--- src/rtl/ptmr_pkg.sv ---
package ptmr_pkg;
  typedef enum logic [1:0] {
    MODE_OFF   = 2'b00,
    MODE_EVENT = 2'b01,
    MODE_TIMER = 2'b10,
    MODE_PULSE = 2'b11
  } tmrMode_e;

  // control word bit positions
  localparam int unsigned CTL_MODE_LO = 0;
  localparam int unsigned CTL_RUN     = 2;
  localparam int unsigned CTL_IEN     = 3;
  localparam int unsigned CTL_FLAG    = 4;
  localparam int unsigned CTL_USED_W  = 5;

  typedef struct packed {
    logic incr;     // advance the count this cycle
    logic loadPre;  // capture write data into preload
    logic loadCnt;  // capture write data into count
  } dpStrobe_t;
endpackage

--- src/rtl/ptmr_ctrl.sv ---
module ptmr_ctrl
  import ptmr_pkg::*;
#(
  parameter int unsigned SYNC_STAGES = 2
) (
  input  logic                  clk,
  input  logic                  rstN,
  input  logic                  tickEn,
  input  logic                  extIn,
  input  logic                  ctrlWr,
  input  logic [CTL_USED_W-1:0] ctrlWdata,
  input  logic                  preWr,
  input  logic                  cntRd,
  input  logic                  cntAtMax,
  output dpStrobe_t             strobe,
  output tmrMode_e              mode,
  output logic                  runBit,
  output logic                  ienBit,
  output logic                  ovfFlag,
  output logic                  wakeStrobe
);
  localparam int unsigned CHAIN_W = SYNC_STAGES + 1;

  logic [CHAIN_W-1:0] syncChain;
  logic syncLvl, prevLvl, riseEdge, fallEdge;
  logic armed, countEvt, incr, pwDone, overflow, flagClr;

  always_ff @(posedge clk or negedge rstN) begin
    if (!rstN) syncChain <= '0;
    else       syncChain <= {syncChain[CHAIN_W-2:0], extIn};
  end

  assign syncLvl  = syncChain[SYNC_STAGES-1];
  assign prevLvl  = syncChain[SYNC_STAGES];
  assign riseEdge = syncLvl & ~prevLvl;
  assign fallEdge = ~syncLvl & prevLvl;

  always_comb begin
    case (mode)
      MODE_EVENT: countEvt = riseEdge;
      MODE_TIMER: countEvt = tickEn;
      MODE_PULSE: countEvt = armed & syncLvl & tickEn;
      default:    countEvt = 1'b0;
    endcase
  end

  assign incr     = runBit & ~cntRd & countEvt;
  assign overflow = incr & cntAtMax;
  assign pwDone   = runBit & (mode == MODE_PULSE) & armed & fallEdge;
  assign flagClr  = ctrlWr & ctrlWdata[CTL_FLAG];

  always_ff @(posedge clk or negedge rstN) begin
    if (!rstN) begin
      mode   <= MODE_OFF;
      runBit <= 1'b0;
      ienBit <= 1'b0;
    end else if (ctrlWr) begin
      mode   <= tmrMode_e'(ctrlWdata[CTL_MODE_LO +: 2]);
      runBit <= ctrlWdata[CTL_RUN];
      ienBit <= ctrlWdata[CTL_IEN];
    end else if (pwDone) begin
      runBit <= 1'b0;
    end
  end

  always_ff @(posedge clk or negedge rstN) begin
    if (!rstN)                                         armed <= 1'b0;
    else if (!runBit || mode != MODE_PULSE || ctrlWr)  armed <= 1'b0;
    else if (riseEdge)                                 armed <= 1'b1;
    else if (fallEdge)                                 armed <= 1'b0;
  end

  always_ff @(posedge clk or negedge rstN) begin
    if (!rstN) begin
      ovfFlag    <= 1'b0;
      wakeStrobe <= 1'b0;
    end else begin
      ovfFlag    <= (ovfFlag & ~flagClr) | overflow;
      wakeStrobe <= overflow;
    end
  end

  always_comb begin
    strobe.incr    = incr;
    strobe.loadPre = preWr;
    strobe.loadCnt = preWr & ~runBit;
  end
endmodule

--- src/rtl/ptmr_datapath.sv ---
module ptmr_datapath
  import ptmr_pkg::*;
#(
  parameter int unsigned DATA_W = 8
) (
  input  logic              clk,
  input  logic              rstN,
  input  dpStrobe_t         strobe,
  input  logic [DATA_W-1:0] wdata,
  output logic [DATA_W-1:0] cntVal,
  output logic [DATA_W-1:0] preVal,
  output logic              cntAtMax
);
  assign cntAtMax = &cntVal;

  always_ff @(posedge clk or negedge rstN) begin
    if (!rstN)               cntVal <= '0;
    else if (strobe.loadCnt) cntVal <= wdata;
    else if (strobe.incr)    cntVal <= cntAtMax ? preVal : cntVal + 1'b1;
  end

  always_ff @(posedge clk or negedge rstN) begin
    if (!rstN)               preVal <= '0;
    else if (strobe.loadPre) preVal <= wdata;
  end
endmodule

--- src/rtl/preload_timer.sv ---
module preload_timer
  import ptmr_pkg::*;
#(
  parameter int unsigned DATA_W      = 8,
  parameter int unsigned ADDR_W      = 2,
  parameter int unsigned SYNC_STAGES = 2
) (
  input  logic              clk,
  input  logic              rstN,
  input  logic              tickEn,
  input  logic              extIn,
  input  logic              busWr,
  input  logic              busRd,
  input  logic [ADDR_W-1:0] busAddr,
  input  logic [DATA_W-1:0] busWdata,
  output logic [DATA_W-1:0] busRdata,
  output logic              irqReq,
  output logic              wakeStrobe
);
  localparam logic [ADDR_W-1:0] ADDR_CNT  = ADDR_W'(0);
  localparam logic [ADDR_W-1:0] ADDR_CTRL = ADDR_W'(1);
  localparam logic [ADDR_W-1:0] ADDR_PRE  = ADDR_W'(2);

  dpStrobe_t         strobe;
  tmrMode_e          mode;
  logic              runBit, ienBit, ovfFlag, cntAtMax;
  logic [DATA_W-1:0] cntVal, preVal, ctrlView;

  logic selCnt, selCtrl;
  assign selCnt  = (busAddr == ADDR_CNT);
  assign selCtrl = (busAddr == ADDR_CTRL);

  ptmr_ctrl #(.SYNC_STAGES(SYNC_STAGES)) u_ctrl (
    .clk(clk), .rstN(rstN), .tickEn(tickEn), .extIn(extIn),
    .ctrlWr(busWr & selCtrl), .ctrlWdata(busWdata[CTL_USED_W-1:0]),
    .preWr(busWr & selCnt), .cntRd(busRd & selCnt), .cntAtMax(cntAtMax),
    .strobe(strobe), .mode(mode), .runBit(runBit), .ienBit(ienBit),
    .ovfFlag(ovfFlag), .wakeStrobe(wakeStrobe)
  );

  ptmr_datapath #(.DATA_W(DATA_W)) u_dp (
    .clk(clk), .rstN(rstN), .strobe(strobe), .wdata(busWdata),
    .cntVal(cntVal), .preVal(preVal), .cntAtMax(cntAtMax)
  );

  assign irqReq = ovfFlag & ienBit;

  always_comb begin
    ctrlView = '0;
    ctrlView[CTL_MODE_LO +: 2] = mode;
    ctrlView[CTL_RUN]  = runBit;
    ctrlView[CTL_IEN]  = ienBit;
    ctrlView[CTL_FLAG] = ovfFlag;
  end

  always_comb begin
    if (selCnt)                 busRdata = cntVal;
    else if (selCtrl)           busRdata = ctrlView;
    else if (busAddr == ADDR_PRE) busRdata = preVal;
    else                        busRdata = '0;
  end
endmodule

--- config.mk ---
export PLATFORM = sky130hd
export DESIGN_NAME = preload_timer
export DESIGN_NICKNAME = d
export VERILOG_FILES = /design/src/rtl/ptmr_pkg.sv /design/src/rtl/ptmr_ctrl.sv /design/src/rtl/ptmr_datapath.sv /design/src/rtl/preload_timer.sv
export SDC_FILE = /design/constraint.sdc
export NUM_CORES = 1
export LEC_CHECK = 0
export BUFFER_PORTS_ARGS = -buffer_cell sky130_fd_sc_hd__buf_2
export CORE_UTILIZATION = 58
export CTS_BUF_LIST = sky130_fd_sc_hd__clkbuf_4
export DETAILED_ROUTE_END_ITERATION = 10
export HOLD_SLACK_MARGIN = 0.03
export PLACE_DENSITY = 0.8
export SLEW_MARGIN = 20
export SYNTH_ARGS = -nofsm -noshare
export SYNTH_HDL_FRONTEND = slang
export SYNTH_HIERARCHICAL = 1
export SYNTH_SLANG_ARGS = --single-unit
export TNS_END_PERCENT = 5
--- constraint.sdc ---
create_clock -name clk -period 3.15 [get_ports clk]
set_clock_uncertainty 0.1 [all_clocks]
set_input_delay 0.1575 -clock clk [delete_from_list [all_inputs] [get_ports clk]]
set_output_delay 0.1575 -clock clk [all_outputs]
set_load 0.01 [all_outputs]
Yosys cells after proc, flatten, opt, wreduce, memory -nomap -nowiden:

Cells that the tools add are included.
Widths: inputs -> output; s select.

* add/subtract/negate cells: 1
* eq/ne operators: 6
* multiplexer cells: 12
* bitwise operators: 23
* reductions and logical operators: 8

Operator list (number)
* $mux 8: 6
* $and 1x1->1: 17
* $add 8x1->8 const B: 1
* $reduce_and 8->1: 1
* $eq 2x2->1 const B: 3
* $mux 1: 5
* $not 1->1: 5
* $eq 2x1->1 const B: 2
* $reduce_bool 2->1: 2
* $pmux 1 s3: 1
* $reduce_bool 3->1: 1
* $logic_not 2->1: 1
* $logic_or 1x1->1: 2
* $ne 2x2->1 const B: 1
* $logic_not 1->1: 1
* $or 1x1->1: 1

* bits in registers: 26
* bits of input ports: 16
* output and inout port bits: 10
* logic and storage cells: 59

Longest topological paths before layout:

* depth in word-level cells: 7
* mapped depth: 9
* gate-level depth less buffers: 7

Cells and area by module:

Netlist, hierarchy kept.

By module, submodules not included
* ptmr_datapath: times used 1, cells each 81, area each 872.1 um2, seq. area each 400.4 um2
* ptmr_ctrl: times used 1, cells each 32, area each 437.9 um2, seq. area each 250.2 um2
* preload_timer: times used 1, cells each 23, area each 197.7 um2, seq. area each 0.0 um2

Worst setup path after synthesis:

No wires, ideal clock.

* path kind: reg2reg
* start: register u_dp.cntVal[0]
* end: register u_dp.cntVal[5]
* library setup time: 0.092 ns
* arrival: 1.450 ns
* data required time: 2.958 ns
* path slack: 1.509 ns
* stages on the path, launching flop included: 8
* clock period less this slack: 1.641 ns
* cells stage by stage: dfrtp_1 > ha_1 > and3_1 > buf_6 > and2_4 > buf_8 > nor2b_1 > o31ai_2

* longest elaborated chain between the ends: 4
* elaborated cells on any way between the ends: 5

RTL lines
* start, declared: RTL line ptmr_datapath.sv:10 `output logic [DATA_W-1:0] cntVal,`
* start signal, assigned: RTL line ptmr_datapath.sv:18 `else if (strobe.loadCnt) cntVal <= wdata;`
* start signal, assigned: RTL line ptmr_datapath.sv:19 `else if (strobe.incr) cntVal <= cntAtMax ? preVal : cntVal + 1'b1;`
* $reduce_and 8->1: RTL line ptmr_datapath.sv:14 `assign cntAtMax = &cntVal;`
* via cntAtMax: RTL line preload_timer.sv:26 `logic runBit, ienBit, ovfFlag, cntAtMax;`
* $mux 8 (2 in a row): RTL line ptmr_datapath.sv:19
* $mux 8: RTL line ptmr_datapath.sv:18

The timed path passes the listed nets, and every way through them passes these cells. The select of a mux whose other input is x is not followed.
A chain may end at the register's enable or synchronous reset.

==> results.cfg <==
[status]
status = finished clean

[grt]
grt_max_degree = 27
grt_pass1_vias = 1130
track_usage_pct = 26.80
grt-ovfl-total = 0
antenna_found_initial = 0
grt_first_pass_wirelength_um = 5333

[cts]
clock_path_buffers = 2
post_cts_resized = 0
cts_root_buffer = clkbuf_4
htree_levels = 1
clock-sinks = 26
cts.reportedPaths.clkPinSlew_ns = 0.14
cts_buffers = 3
cts_tree = yes
clk_latency_ns = 0.32

[floorplan]
start_util_pct = 60.86
rows = 18
die_h_um = 52.99
pin_count = 26
coreArea_um2 = 2477
fp.dieArea_um2 = 2807
die_w_um = 52.99

[final_layout]
synthToLayoutAreaGrowth_pct = 13.86
postLayoutCoreUtil_pct = 69.29
multiInputGateArea_um2 = 762.0
diodes = 0
final_nets = 183
final_cells = 195
seq_area_um2 = 650.6
drive_gt1_share_pct = 30.30
nFillCells = 191

[detailed_routing]
post-route-drc-count = 0
routedWlPerCell_um = 17.25
viasPerCell = 6.082
wirelength_um = 3363
drt_iter0_markers = 43
firstDrtPassIters = 4
vias = 1186
final_antenna_net_count = 0

[critical_path]
crit_arrival_ns = 2.20
worst-path-buf-inv = 0
crit_slowest_cell = o22ai_2
required_ns = 3.27
worst_setup_path_start_kind = flip-flop
crit_family = compound AO/OA/AOI/OAI gates
slowest_delay_ns = 0.49
r2r_setup_slack_ns = 1.08
crit_path_end_kind = flip-flop
crit_chain = nand4b_1 -> o22ai_2 -> nand2b_1 -> a211oi_1 -> o211ai_1 -> o311a_1
rr_worst_depth = 6
critical_path_peak_fanout = 13
path_depth = 6
crit_type = flip-flop to flip-flop

[run]
maxCapViolCount = 0

[synth]
synthTopCellsByCount = 26 x dfrtp_1, 12 x mux2i_1, 11 x mux2_2
synth_top_cell_area_share_pct = 43.15
ys_warn_count = 6
synth-seq-cells = 26
ys_async_sr_fraction_pct = 100.0
ys_top_cells_by_area = dfrtp_1 43%, mux2_2 8.2%, mux2i_1 8.0%
yosysMostFrequentCell = dfrtp_1
ys_types = 46
synth-edff-count = 0
syn_inst = 136
ys.flop_type = dfrtp_1
synthesis.nets = 153
netlist.top_cell.by_area = dfrtp_1
syn_area_per_cell_um2 = 11.09
ys_seq_area_share_pct = 43.15
synth_area_um2 = 1508

[placement]
portBuffers = 25
dp_hpwl_um = 2353
gp_congestion = 0.8403
numPlacedInstances = 181

[timing]
worst_pin_slew_ns = 0.5789
setup_tns_ns = 0
setup_violations = 0
slew_headroom_pct = 61.40
fmax_mhz = 482.2
min_period_over_period_pct = 65.84
hold_viol_final = 0
period_minus_slack_ns = 2.074
final_max_slew_viol_count = 0
rsz0062_at_grt = false

[power_and_ir_drop]
power_leakage_nw = 0.7747
power.density_nw_per_um2 = 559.5
peakVddDrop_mv = 0.4040
total_power_uw = 960.5

[worst_hold_path]
hold_class = input port to async pin
[layer usage]
| metal | vias to the layer above | share of wire, % | GRT usage (%) |
|---|---|---|---|
| met5 | - | 0 | 0 |
| met4 | 0 | 0.62 | 10.53 |
| met3 | 4 | 4.3 | 3.736 |
| met2 | 38 | 49 | 39.87 |
| met1 | 585 | 46 | 39.01 |
| li1 | 559 | - | - |
[where the power goes]
part,leakage (nW),internal (mW),switching [mW]
logic,0.443,0.166,0.147
clock network,0.0154,0.0465,0.0964
registers,0.316,0.407,0.0988
total,0.775,0.619,0.342
[worst paths after layout]
check | startpoint | endpoint
worst min-delay path | rstN | u_ctrl/runBit
max in group asynchronous | rstN | u_ctrl/mode[1]
worst max-delay path | u_ctrl/runBit | u_dp/cntVal[7]
worst min register to register | u_ctrl/syncChain[0] | u_ctrl/syncChain[1]
worst max register to register | u_ctrl/runBit | u_dp/cntVal[7]
min in group clk | u_ctrl/syncChain[0] | u_ctrl/syncChain[1]
[metrics by stage]
step                      cell area (um^2)  setup slack [ns]  hold slack, ns
after floorplan                       1508             1.509         -0.2381
after global placement                1590             1.131         0.07731
after detailed placement              1590            0.9806         0.08503
after CTS                             1717             1.122          0.2532
after global routing                  1717            0.8651          0.2906
final                                 1717             1.076          0.2473
[kinds of logic (layout without fill, tap and decap cells)]
group / after synthesis / after routing / synth area share [%]
buffers and inverters: 13 / 42 / 6.306
AND/OR/NAND/NOR: 41 / 41 / 17.18
adder cells (fa/ha/maj): 2 / 2 / 1.577
multiplexers: 23 / 23 / 16.18
flip-flops: 26 / 26 / 43.15
XOR/XNOR: 2 / 2 / 1.162
AO/OA/AOI/OAI: 29 / 29 / 14.44
[repair_timing]
item | CTS | global route
setup buffers | 0 | 0
hold buffers | 10 | 0
hold endpoints to repair | 46 | 0
[cell type report]
type	count	area share, %
well taps	30	2.187
clock inverters	1	0.2187
flip-flops and latches	26	37.90
repair buffers	36	13.56
multi-input cells	97	44.39
inverters	2	0.4373
clock buffers	3	1.312
[registers in the layout, indices dropped and copies added (netlist names)]
signal / count
u_ctrl/wakeStrobe: 1
u_ctrl/ienBit: 1
u_ctrl/syncChain: 3
u_ctrl/armed: 1
u_ctrl/runBit: 1
u_dp/preVal: 8
u_ctrl/ovfFlag: 1
u_dp/cntVal: 8
u_ctrl/mode: 2
[layout by cell type, fill, tap and decap left out, types with 2 or more instances in the layout]
cell and count:
dfrtp_1 26, o21ai_1 2, dlygate4sd3_1 10, nor3b_1 6, mux2i_1 12, nand2b_1 3, a22o_1 2, inv_1 2
buf_2 25, nand2_1 5, nor2_1 6, and4_1 2, a21oi_1 7, clkbuf_4 3, nand3_1 5, o2bb2ai_1 5
mux2_2 11, o211ai_1 2, and2_1 2, o21ai_0 2, and2b_2 2
No activity file was read; power rests on OpenSTA's default activity.
